File: src/rtl/bus_rd_hsk_pkg.sv
package bus_rd_hsk_pkg;

  // State code doubles as the output vector {strobe, enable, ack}
  localparam int unsigned OUT_W = 3;

  typedef enum logic [OUT_W-1:0] {
    ST_IDLE   = 3'b000,
    ST_STROBE = 3'b100,
    ST_ENABLE = 3'b110,
    ST_ACKED  = 3'b111,
    ST_DROP   = 3'b101
  } hsk_state_e;

  localparam int unsigned BIT_STROBE = 2;
  localparam int unsigned BIT_ENABLE = 1;
  localparam int unsigned BIT_ACK    = 0;

endpackage

File: src/rtl/bus_rd_hsk_rst_sync.sv
module bus_rd_hsk_rst_sync #(
  parameter int unsigned STAGES = 2
) (
  input  logic clk,
  input  logic rst_n,
  output logic rst_sync_n
);

  logic [STAGES-1:0] chain_q;

  always_ff @(posedge clk or negedge rst_n) begin
    if (!rst_n) begin
      chain_q <= '0;
    end else begin
      chain_q <= {chain_q[STAGES-2:0], 1'b1};
    end
  end

  assign rst_sync_n = chain_q[STAGES-1];

endmodule

File: src/rtl/bus_rd_hsk_sync.sv
module bus_rd_hsk_sync #(
  parameter int unsigned WIDTH  = 3,
  parameter int unsigned STAGES = 2
) (
  input  logic             clk,
  input  logic             rst_n,
  input  logic [WIDTH-1:0] async_i,
  output logic [WIDTH-1:0] sync_o
);

  logic [WIDTH-1:0] stage_q [STAGES];

  genvar g;
  generate
    for (g = 0; g < STAGES; g++) begin : g_stage
      always_ff @(posedge clk or negedge rst_n) begin
        if (!rst_n) begin
          stage_q[g] <= '0;
        end else begin
          if (g == 0) begin
            stage_q[g] <= async_i;
          end else begin
            stage_q[g] <= stage_q[(g == 0) ? 0 : g-1];
          end
        end
      end
    end
  endgenerate

  assign sync_o = stage_q[STAGES-1];

endmodule

File: src/rtl/bus_rd_hsk_fsm.sv
module bus_rd_hsk_fsm
  import bus_rd_hsk_pkg::*;
(
  input  logic clk,
  input  logic rst_n,
  input  logic rd_s,
  input  logic wr_s,
  input  logic ack_s,
  output logic strobe_o,
  output logic enable_o,
  output logic ack_o
);

  hsk_state_e state_q;
  hsk_state_e state_nx;
  logic       state_en;

  // Next-state process
  always_comb begin
    state_nx = state_q;
    case (state_q)
      ST_IDLE: begin
        // device must have released its acknowledge before a new strobe
        if (rd_s && !ack_s) state_nx = ST_STROBE;
      end
      ST_STROBE: begin
        if (ack_s) state_nx = ST_ENABLE;
      end
      ST_ENABLE: begin
        state_nx = ST_ACKED;
      end
      ST_ACKED: begin
        if (!rd_s) state_nx = ST_DROP;
      end
      ST_DROP: begin
        state_nx = ST_IDLE;
      end
      default: begin
        state_nx = ST_IDLE;
      end
    endcase
  end

  assign state_en = (state_nx != state_q);

  // Register process
  always_ff @(posedge clk or negedge rst_n) begin
    if (!rst_n) begin
      state_q <= ST_IDLE;
    end else if (state_en) begin
      state_q <= state_nx;
    end
  end

  assign strobe_o = state_q[BIT_STROBE];
  assign enable_o = state_q[BIT_ENABLE];
  assign ack_o    = state_q[BIT_ACK];

  // a strobe only follows a seen read request
  a_r2_strobe_after_req: assert property (@(posedge clk) disable iff (!rst_n)
    $rose(strobe_o) |-> $past(rd_s));

  // transceiver opens only after the device acknowledged
  a_r3_enable_after_dev_ack: assert property (@(posedge clk) disable iff (!rst_n)
    $rose(enable_o) |-> $past(ack_s));

  // bus acknowledge follows an already open transceiver
  a_r4_ack_after_enable: assert property (@(posedge clk) disable iff (!rst_n)
    $rose(ack_o) |-> ($past(enable_o) && enable_o));

  // transceiver closes on a withdrawn request with bus ack still high
  a_r5_enable_drop: assert property (@(posedge clk) disable iff (!rst_n)
    $fell(enable_o) |-> (!$past(rd_s) && ack_o && strobe_o));

  // bus ack and device strobe fall together, transceiver already closed
  a_r6_joint_release: assert property (@(posedge clk) disable iff (!rst_n)
    $fell(ack_o) |-> ($fell(strobe_o) && !enable_o));

  // no new strobe while the device acknowledge is still high
  a_r7_wait_dev_release: assert property (@(posedge clk) disable iff (!rst_n)
    $rose(strobe_o) |-> !$past(ack_s));

  // a write request alone never leaves idle
  a_r8_write_ignored: assert property (@(posedge clk) disable iff (!rst_n)
    (state_q == ST_IDLE && !rd_s && wr_s) |=> (state_q == ST_IDLE));

  // enable and ack only ever appear under the strobe
  a_r9_legal_code: assert property (@(posedge clk) disable iff (!rst_n)
    (enable_o || ack_o) |-> strobe_o);

endmodule

File: src/rtl/bus_rd_hsk.sv
module bus_rd_hsk #(
  parameter int unsigned SYNC_STAGES = 2,
  parameter int unsigned RST_STAGES  = 2
) (
  input  logic clk,
  input  logic rst_n,
  input  logic bus_rd_req,
  input  logic bus_wr_req,
  input  logic dev_ack,
  output logic dev_strobe,
  output logic xcvr_en,
  output logic bus_ack
);

  localparam int unsigned IN_W = 3;

  logic            rst_int_n;
  logic [IN_W-1:0] in_async;
  logic [IN_W-1:0] in_sync;

  bus_rd_hsk_rst_sync #(
    .STAGES (RST_STAGES)
  ) u_rst_sync (
    .clk        (clk),
    .rst_n      (rst_n),
    .rst_sync_n (rst_int_n)
  );

  assign in_async = {bus_rd_req, bus_wr_req, dev_ack};

  bus_rd_hsk_sync #(
    .WIDTH  (IN_W),
    .STAGES (SYNC_STAGES)
  ) u_in_sync (
    .clk     (clk),
    .rst_n   (rst_int_n),
    .async_i (in_async),
    .sync_o  (in_sync)
  );

  bus_rd_hsk_fsm u_fsm (
    .clk      (clk),
    .rst_n    (rst_int_n),
    .rd_s     (in_sync[2]),
    .wr_s     (in_sync[1]),
    .ack_s    (in_sync[0]),
    .strobe_o (dev_strobe),
    .enable_o (xcvr_en),
    .ack_o    (bus_ack)
  );

endmodule

File: config.mk
export PLATFORM = sky130hd
export DESIGN_NAME = bus_rd_hsk
export DESIGN_NICKNAME = d
export VERILOG_FILES = /design/src/rtl/bus_rd_hsk_pkg.sv /design/src/rtl/bus_rd_hsk_rst_sync.sv /design/src/rtl/bus_rd_hsk_sync.sv /design/src/rtl/bus_rd_hsk_fsm.sv /design/src/rtl/bus_rd_hsk.sv
export SDC_FILE = /design/constraint.sdc
export NUM_CORES = 1
export LEC_CHECK = 0
export BUFFER_PORTS_ARGS = -buffer_cell sky130_fd_sc_hd__buf_2
export CORE_AREA = 2 2 39 41
export DETAILED_ROUTE_END_ITERATION = 10
export DIE_AREA = 0 0 41 43
export PLACE_DENSITY = 0.45
export SETUP_SLACK_MARGIN = 0.1
export SYNTH_ARGS = -nofsm -noshare
export SYNTH_HDL_FRONTEND = slang
export SYNTH_SLANG_ARGS = --single-unit
File: constraint.sdc
create_clock -name clk -period 0.8 [get_ports clk]
set_input_delay 0.12 -clock clk [delete_from_list [all_inputs] [get_ports clk]]
set_output_delay 0.12 -clock clk [all_outputs]
set_load 0.01 [all_outputs]
==> results of run 1 <==
==> sequential cells by signal (all words and copies together), names as in the netlist <==
signal,cells
u_fsm.state_q,3
u_in_sync.stage_q,2
u_in_sync.sync_o,2
u_rst_sync.chain_q,2
==> final timing paths <==
kind	endpoint	depth (start not counted)
setup reg to reg	u_fsm.state_q[1]	3
max in group asynchronous	u_fsm.state_q[1]	0
setup / recovery	xcvr_en	1
hold reg to reg	u_in_sync.sync_o[2]	0
min in group clk	u_in_sync.sync_o[2]	0
hold / removal	u_in_sync.sync_o[2]	0
==> stage by stage <==
stage | cells | power [mW] | hold WS [ns] | area, µm²
after floorplan | 17 | 0.797 | -0.176 | 288
after global placement | 39 | 0.890 | -0.0946 | 338
after detailed placement | 39 | 0.912 | -0.0946 | 338
after CTS | 49 | 1.40 | 0.124 | 423
after global routing | 49 | 1.49 | 0.142 | 423
final | 49 | 1.38 | 0.117 | 423
==> repair_timing <==
| item | 4_1_cts | 5_1_grt |
|---|---|---|
| hold buffers | 3 | 0 |
| setup buffers | 3 | 0 |
| gates resized for setup | 1 | 0 |
| hold endpoints to repair | 4 | 0 |
| setup endpoints to repair | 6 | 6 |
==> cells in the mapped netlist <==
cell type  n
dfrtp_1    9
a21boi_1   1
a2bb2oi_2  1
and2_2     1
conb_1     1
inv_1      1
nand2_1    1
nor3b_2    1
o21bai_1   1
==> metal layers <==
metal / wire length [µm] / vias up
met4: 0 / 0
met5: 0 / -
met3: 29 / 0
li1: - / 85
met1: 187 / 92
met2: 225 / 6
==> cell families after synthesis <==
family,count (synthesis)
flip-flops,9
other,1
AO/OA/AOI/OAI,3
AND/OR/NAND/NOR,3
buffers and inverters,1
==> cell type report <==
class | count | area share (%)
clock buffers | 4 | 6.21
inverters | 1 | 0.888
multi-input cells | 7 | 13.6
flip-flops and latches | 9 | 53.6
well taps | 16 | 4.73
repair buffers | 12 | 21.0
==> power groups by stage <==
stage / registers (mW) / logic, mW / clock network [mW]
2_1_floorplan: 0.671 / 0.126 / 0
3_3_place_gp: 0.639 / 0.251 / 0
3_5_place_dp: 0.655 / 0.257 / 0
4_1_cts: 0.609 / 0.439 / 0.354
5_1_grt: 0.619 / 0.478 / 0.388
6_report: 0.604 / 0.437 / 0.335
==> flow_summary_export.csv, run 1 <==
group,metric,value,unit
die,rows,14,
worst_setup_path,crit_fanout,3,
route,route.detailed.drc,0,
clock_network,cts_buffers,3,
yosys,yosys.area.top_type,"dfrtp_1",
clock_network,clk_latency,0.25,ns
cells_and_area,final_common_cell,"dfrtp_1",
clock_network,cts_sinks,9,
yosys,synth_top_family_by_area,"compound AO/OA/AOI/OAI gates",
yosys,synth_nets,22,
grt,use_met2,12.2,%
grt,grt_max_degree,8,
grt,busiest_layer,"met2",
worst_setup_path,crit_type,"reg2out",
cells_and_area,seq_area,226,µm²
cells_and_area,synthToLayoutAreaGrowth,47.6,%
worst_setup_path,timing.reg2reg.setup_slack,-0.11,ns
sta,hold_viol,0,
yosys,synthXorXnorAreaFrac,0,%
cells_and_area,n_antenna_cell,0,
place,portBuffers,6,
worst_setup_path,worst-path-buf-inv,1,
worst_setup_path,cp.required,0.68,ns
yosys,yosys_register_bits,9,
worst_setup_path,crit_start,"u_fsm.state_q[1]",
outcome,violations,"setup timing",
worst_setup_path,end_kind,"output pin",
cells_and_area,layout_common_cells,"dfrtp_1 (8), buf_2 (5), clkbuf_4 (3), dlygate4sd3_1 (3), buf_4 (3)",
route,drtPass1Iterations,2,
cells_and_area,multiInputGateArea,57.6,µm²
die,core_area,1380,µm²
place,place_hpwl,292,µm
yosys,synth_simple_gate_area_share,8.30,%
grt,grt_pass1_wl,910,µm
grt,grt_pass1_vias,225,
pwr,p_comb_share,31.7,%
yosys,synthTopCellsByArea,"dfrtp_1 (79%), a2bb2oi_2 (5.2%), nor3b_2 (4.4%), a21boi_1 (2.6%), and2_2 (2.6%)",
route,ant_nets,0,
yosys,ys_warn_count,0,
pwr,p_sw_share,27.0,%
sta,rsz0062_at_grt,"true",
route,vias_per_cell,3.73,
yosys,syn_avg_cell_area,16.9,µm²
pwr,power_frac_seq,43.9,%
yosys,synth.distinct_cells,9,
yosys,synth-seq-area-share,78.6,%
grt,track_usage,8.37,%
cells_and_area,fill_cells,155,
cells_and_area,drive_gt1_share,48.5,%
die,die_area,1760,µm²
yosys,syn_inst,17,
grt,met1_usage,8.47,%
pwr,ir_drop,1.16,mV
worst_setup_path,worstPathArrival,0.80,ns
sta,min_period_over_period,114,%
worst_setup_path,crit_slowest_cell,"dfrtp_2",
yosys,synth_top_area_share,78.6,%
clock_network,cts_tree,"yes",
route,vias,183,
route,wirelength,442,µm
place,place_ws,-0.0330,ns
die,start_util,20.7,%
worst_setup_path,r2r-start,"u_fsm.state_q[1]",
grt,grt_overflow_total,0,
outcome,outcome,"finished with violations",
worst_setup_path,crit_path_max_incr_delay,0.42,ns
worst_setup_path,crit_family,"flip-flops",
place,place.gp.congestion,0.580,
sta,clock_skew,0.00131,ns
cells_and_area,final_util,30.6,%
clock_network,root_buffer,"clkbuf_4",
pwr,internal_power,1.00,mW
job,max_cap_viol_count,0,
clock_network,cts_max_path_buffers,2,
yosys,synth.area.mux_share,0,%
die,die_h,43,µm
sta,fin_crit,0.916,ns
die,fp.dieW,41,µm
route,wire_per_inst,9.02,µm
sta,fin_ws,-0.116,ns
sta,clock.fmax,1090,MHz
pwr,clock_power_share,24.4,%
yosys,synth_area,287,µm²
route,drt_iter0_drc,3,
clock_network,clk_pin_slew,0.06,ns
yosys,synth_fa_ha_area_share,0,%
pwr,p_sw,0.372,mW
cells_and_area,final_nets,39,
pwr,powerDensity,3260,nW/µm²
worst_setup_path,start_kind,"flip-flop",
die,ioPinCount,8,
grt,grtUsageMet3,4.71,%
worst_setup_path,worstPathCellList,"buf_6",
pwr,leakage,0.200,nW
sta,slew_violations,0,
sta,tns,-0.462,ns
grt,antenna_found_initial,0,
clock_network,htreeDepth,1,
yosys,synth_compound_area_share,10.5,%
min_path,min_path_type,"reg2async",
sta,final-setup-viol-count,6,
Note: power is estimated with default switching activity, not from simulation.
==> run 2: changes to the inputs <==
==> constraint.sdc (replaced) <==
create_clock -name clk -period 0.8 [get_ports clk]
set_input_delay 0.12 -clock clk [delete_from_list [all_inputs] [get_ports clk]]
set_output_delay 0.12 -clock clk [all_outputs]
set_load 0.005 [all_outputs]
==> run 2 against run 1 <==
Effect of this change: setup slack gained 0.021 ns; largest power group unchanged; power rose by 2.3%; via count up 3.8%; first-iteration DRC count down 67%; the flow still finishes with violations (setup timing); wire length fell by 3.6%.
==> flow_summary_export.csv, run 2 (synthesized netlist as in run 1, its figures left out) <==
group,metric,value,unit
pwr,ir_drop,0.890,mV
route,wirelength,426,µm
worst_setup_path,crit_type,"reg2reg",
worst_setup_path,start_kind,"flip-flop",
die,core_area,1380,µm²
die,fp.dieW,41,µm
grt,antenna_found_initial,0,
clock_network,cts_buffers,3,
cells_and_area,top_register,"u_fsm.state_q",
sta,hold_viol,0,
pwr,leakage,0.210,nW
sta,hold_slack,0.111,ns
clock_network,cts_tree,"yes",
place,placed_area,337,µm²
route,route.detailed.drc,0,
cells_and_area,synthToLayoutAreaGrowth,52.8,%
worst_setup_path,crit_start,"u_fsm.state_q[1]",
route,drt_iter0_drc,1,
worst_setup_path,crit_slowest_cell,"dfrtp_1",
worst_setup_path,worstPathCellList,"buf_6 -> nor3b_4 -> a2bb2oi_2",
clock_network,htreeDepth,1,
outcome,violations,"setup timing",
pwr,powerDensity,3220,nW/µm²
die,ioPinCount,8,
cells_and_area,drive_gt1_share,47.1,%
cells_and_area,n_antenna_cell,0,
grt,grt_pass1_vias,189,
place,portBuffers,6,
job,max_cap_viol_count,0,
clock_network,cts_sinks,9,
clock_network,cts_max_path_buffers,2,
die,die_h,43,µm
sta,min_period_over_period,112,%
grt,track_usage,6.83,%
route,vias_per_cell,3.80,
worst_setup_path,cp.required,0.98,ns
grt,grt_overflow_total,0,
worst_setup_path,r2r.worst_path.cells,3,
outcome,outcome,"finished with violations",
pwr,power,1.41,mW
grt,grt_pass1_wl,731,µm
sta,fin_crit,0.895,ns
cells_and_area,final_nets,40,
die,rows,14,
cells_and_area,final_common_cell,"dfrtp_1",
route,wire_per_inst,8.52,µm
cells_and_area,largest_reg_flops,3,
worst_setup_path,end_kind,"flip-flop",
worst_setup_path,r2r-start,"u_fsm.state_q[1]",
route,ant_nets,0,
min_path,min_path_type,"reg2async",
sta,clock_skew,0.00193,ns
cells_and_area,final_cell_area,438,µm²
cells_and_area,fill_cells,147,
die,start_util,20.7,%
worst_setup_path,crit_path_max_incr_delay,0.39,ns
sta,final-setup-viol-count,6,
sta,slew_violations,0,
die,die_area,1760,µm²
cells_and_area,layout_common_cells,"dfrtp_1 (9), buf_2 (6), clkbuf_4 (3), dlygate4sd3_1 (3)",
route,vias,190,
clock_network,clk_latency,0.25,ns
sta,rsz0062_at_grt,"true",
place,place.gp.congestion,0.539,
clock_network,clk_pin_slew,0.06,ns
sta,clock.fmax,1120,MHz
worst_setup_path,crit_fanout,4,
sta,fin_ws,-0.0949,ns
route,drtPass1Iterations,2,
clock_network,root_buffer,"clkbuf_4",
place,place_hpwl,294,µm
grt,grt_max_degree,8,
worst_setup_path,worstPathArrival,1.08,ns
run 2: path summary, 6_finish.rpt:
check                                       to  slack (ns)
setup / recovery              u_fsm.state_q[2]       -0.09
hold / removal                u_fsm.state_q[0]        0.11
setup reg to reg              u_fsm.state_q[2]       -0.09
hold reg to reg               u_fsm.state_q[0]        0.11
max in group asynchronous  u_in_sync.sync_o[0]        0.47
min in group clk           u_in_sync.sync_o[2]        0.35
run 2: repair_timing:
action,4_1_cts,5_1_grt
hold buffers,3,0
pin swaps,1,0
endpoints found under the setup margin,6,6
resized for setup,3,1
hold endpoints to repair,4,0
buffers inserted,4,0
run 2: critical path, delay by kind of cell (launching register included):
kind / cells / cell delay (ns)
buffers and inverters: 1 / 0.13
AOI/OAI and AO/OA: 1 / 0.14
and+or+nand+nor: 1 / 0.18
DFF: 1 / 0.39
run 2: area by class of cell:
| type | instances | area (µm²) | share of cell area, % |
|---|---|---|---|
| multi-input cells | 7 | 65.1 | 14.9 |
| well taps | 16 | 20.0 | 4.57 |
| inverters | 1 | 3.75 | 0.857 |
| repair buffers | 13 | 97.6 | 22.3 |
| clock buffers | 4 | 26.3 | 6.00 |
| flip-flops and latches | 9 | 225 | 51.4 |
run 2: per-layer routing:
| layer | global-route usage [%] | part of all wire, % | up-vias |
|---|---|---|---|
| li1 | - | - | 88 |
| met1 | 6.42 | 41 | 96 |
| met2 | 9.38 | 50 | 6 |
| met3 | 3.14 | 8.9 | 0 |
| met4 | 8.00 | 0 | 0 |
| met5 | 0 | 0 | - |
run 2: stage by stage:
| step | TNS, ns | instances | setup slack (ns) | util [%] |
|---|---|---|---|---|
| floorplan | 0 | 17 | 0.00956 | - |
| global placement | -0.00974 | 39 | -0.00974 | 24.3 |
| detailed placement | -0.0470 | 39 | -0.0470 | 24.3 |
| CTS | -0.451 | 50 | -0.104 | 31.2 |
| global route | -0.644 | 50 | -0.138 | 31.6 |
| finish | -0.421 | 50 | -0.0949 | 31.6 |
run 2: power breakdown:
group / switching, mW / leakage, nW / internal, mW / total [mW]
Combinational: 0.171 / 0.0884 / 0.312 / 0.483
Sequential: 0.0505 / 0.107 / 0.543 / 0.593
Clock: 0.141 / 0.0150 / 0.191 / 0.332
==> run 3: changes to the inputs <==
--- a/config.mk
+++ b/config.mk
@@ -11,6 +11,7 @@
 export DIE_AREA = 0 0 41 43
 export PLACE_DENSITY = 0.45
 export SETUP_SLACK_MARGIN = 0.1
+export SKIP_LAST_GASP = 1
 export SYNTH_ARGS = -nofsm -noshare
 export SYNTH_HDL_FRONTEND = slang
 export SYNTH_SLANG_ARGS = --single-unit
==> constraint.sdc (replaced) <==
create_clock -name clk -period 1 [get_ports clk]
set_input_delay 0.15 -clock clk [delete_from_list [all_inputs] [get_ports clk]]
set_output_delay 0.15 -clock clk [all_outputs]
set_load 0.005 [all_outputs]
==> run 3 against run 2 <==
Effect of this change: the flow now finishes without violations; utilization down 1.1 points; sequential power down 20%; combinational power down 31%; clock skew down 0.00077 ns; wire length down 1.6%; sequential share of layout area up 1.8 points; highest routed layer unchanged.
==> flow_summary_export.csv, run 3 (synthesized netlist as in run 1, its figures left out) <==
group,metric,value,unit
outcome,outcome,"complete, no violations",
grt,track_usage,6.82,%
route,vias,184,
route,wirelength,419,µm
pwr,leakage,0.205,nW
place,portBuffers,6,
job,max_cap_viol_count,0,
place,place_inst,39,
sta,slew_violations,0,
sta,clock_skew,0.00116,ns
route,ant_nets,0,
sta,tns,0,ns
cells_and_area,synthToLayoutAreaGrowth,47.6,%
worst_setup_path,timing.reg2reg.setup_slack,0.09,ns
route,vias_per_cell,3.68,
clock_network,cts_resized,0,
worst_setup_path,crit_type,"reg2out",
clock_network,cts_sinks,9,
route,wire_per_inst,8.38,µm
cells_and_area,final_common_cell,"dfrtp_1",
cells_and_area,final_util,30.6,%
die,rows,14,
die,ioPinCount,8,
cells_and_area,n_antenna_cell,0,
clock_network,cts_buffers,3,
grt,grt_pass1_wl,690,µm
route,drtPass1Iterations,1,
worst_setup_path,worstPathCellList,"buf_2",
clock_network,cts_max_path_buffers,2,
die,fp.dieW,41,µm
worst_setup_path,crit_slowest_cell,"dfrtp_1",
route,drt_iter0_drc,0,
worst_setup_path,cp.required,0.85,ns
die,die_h,43,µm
die,core_area,1380,µm²
clock_network,cts_tree,"yes",
min_path,min_path_type,"reg2async",
grt,grt_pass1_vias,183,
sta,hold_slack,0.110,ns
worst_setup_path,worst-path-buf-inv,1,
sta,final-setup-viol-count,0,
place,place.gp.congestion,0.577,
worst_setup_path,worstPathArrival,0.77,ns
clock_network,root_buffer,"clkbuf_4",
cells_and_area,top_register,"u_fsm.state_q",
cells_and_area,drive_gt1_share,47.1,%
grt,grt_overflow_total,0,
clock_network,clk_latency,0.25,ns
sta,fin_crit,0.923,ns
pwr,ir_drop,0.736,mV
cells_and_area,fill_cells,146,
clock_network,htreeDepth,1,
worst_setup_path,start_kind,"flip-flop",
place,place_hpwl,291,µm
cells_and_area,final_nets,40,
sta,min_period_over_period,92.3,%
worst_setup_path,end_kind,"output pin",
cells_and_area,largest_reg_flops,3,
sta,hold_viol,0,
clock_network,clk_pin_slew,0.06,ns
sta,clock.fmax,1080,MHz
cells_and_area,instances_no_fill,50,
die,start_util,20.7,%
worst_setup_path,crit_family,"flip-flops",
pwr,powerDensity,2540,nW/µm²
grt,antenna_found_initial,0,
die,die_area,1760,µm²
route,route.detailed.drc,0,
worst_setup_path,crit_fanout,3,
worst_setup_path,crit_path_max_incr_delay,0.39,ns
pwr,power,1.07,mW
sta,rsz0062_at_grt,"true",
cells_and_area,layout_common_cells,"dfrtp_1 (9), buf_2 (6), buf_4 (4), clkbuf_4 (3), dlygate4sd3_1 (3)",
grt,grt_max_degree,8,
## run 3: area by class of cell
type	instances	area, µm²	area share, %
Sequential cell	9	225	53.3
Tap cell	16	20.0	4.73
Inverter	1	3.75	0.888
Multi-Input combinational cell	7	57.6	13.6
Timing Repair Buffer	13	90.1	21.3
Clock buffer	4	26.3	6.21
## run 3: per-layer routing
metal | track usage [%] | up-vias | wire [µm]
met1 | 6.06 | 91 | 181
met3 | 4.71 | 0 | 41
li1 | - | 87 | -
met4 | 8.00 | 0 | 0
met2 | 8.75 | 6 | 195
met5 | 0 | - | 0
## run 3: final timing paths
path	endpoint	start	depth (start not counted)
min in group clk	u_in_sync.sync_o[0]	u_in_sync.stage_q[3]	0
setup reg to reg	u_fsm.state_q[2]	u_fsm.state_q[1]	3
hold reg to reg	u_fsm.state_q[1]	u_rst_sync.chain_q[1]	0
max in group asynchronous	u_fsm.state_q[0]	u_rst_sync.chain_q[1]	0
setup / recovery	xcvr_en	u_fsm.state_q[1]	1
hold / removal	u_fsm.state_q[1]	u_rst_sync.chain_q[1]	0
## run 3: repair_timing
item | 4_1_cts | 5_1_grt
setup endpoints to repair | 3 | 5
hold endpoints to repair | 4 | 0
hold buffers | 3 | 0
buffers inserted | 4 | 0
pin swaps | 0 | 2
## run 3: power breakdown
| part | internal [mW] | switching, mW | total, mW | leakage (nW) |
|---|---|---|---|---|
| logic | 0.213 | 0.120 | 0.333 | 0.0830 |
| clock network | 0.153 | 0.117 | 0.270 | 0.0150 |
| registers | 0.434 | 0.0379 | 0.472 | 0.107 |
## run 3: metrics by stage
| step | worst slack (ns) | cell area, µm² |
|---|---|---|
| finish | 0.0767 | 423 |
| detailed placement | 0.152 | 337 |
| CTS | 0.0672 | 423 |
| global placement | 0.174 | 337 |
| floorplan | 0.189 | 287 |
| global route | 0.0407 | 423 |
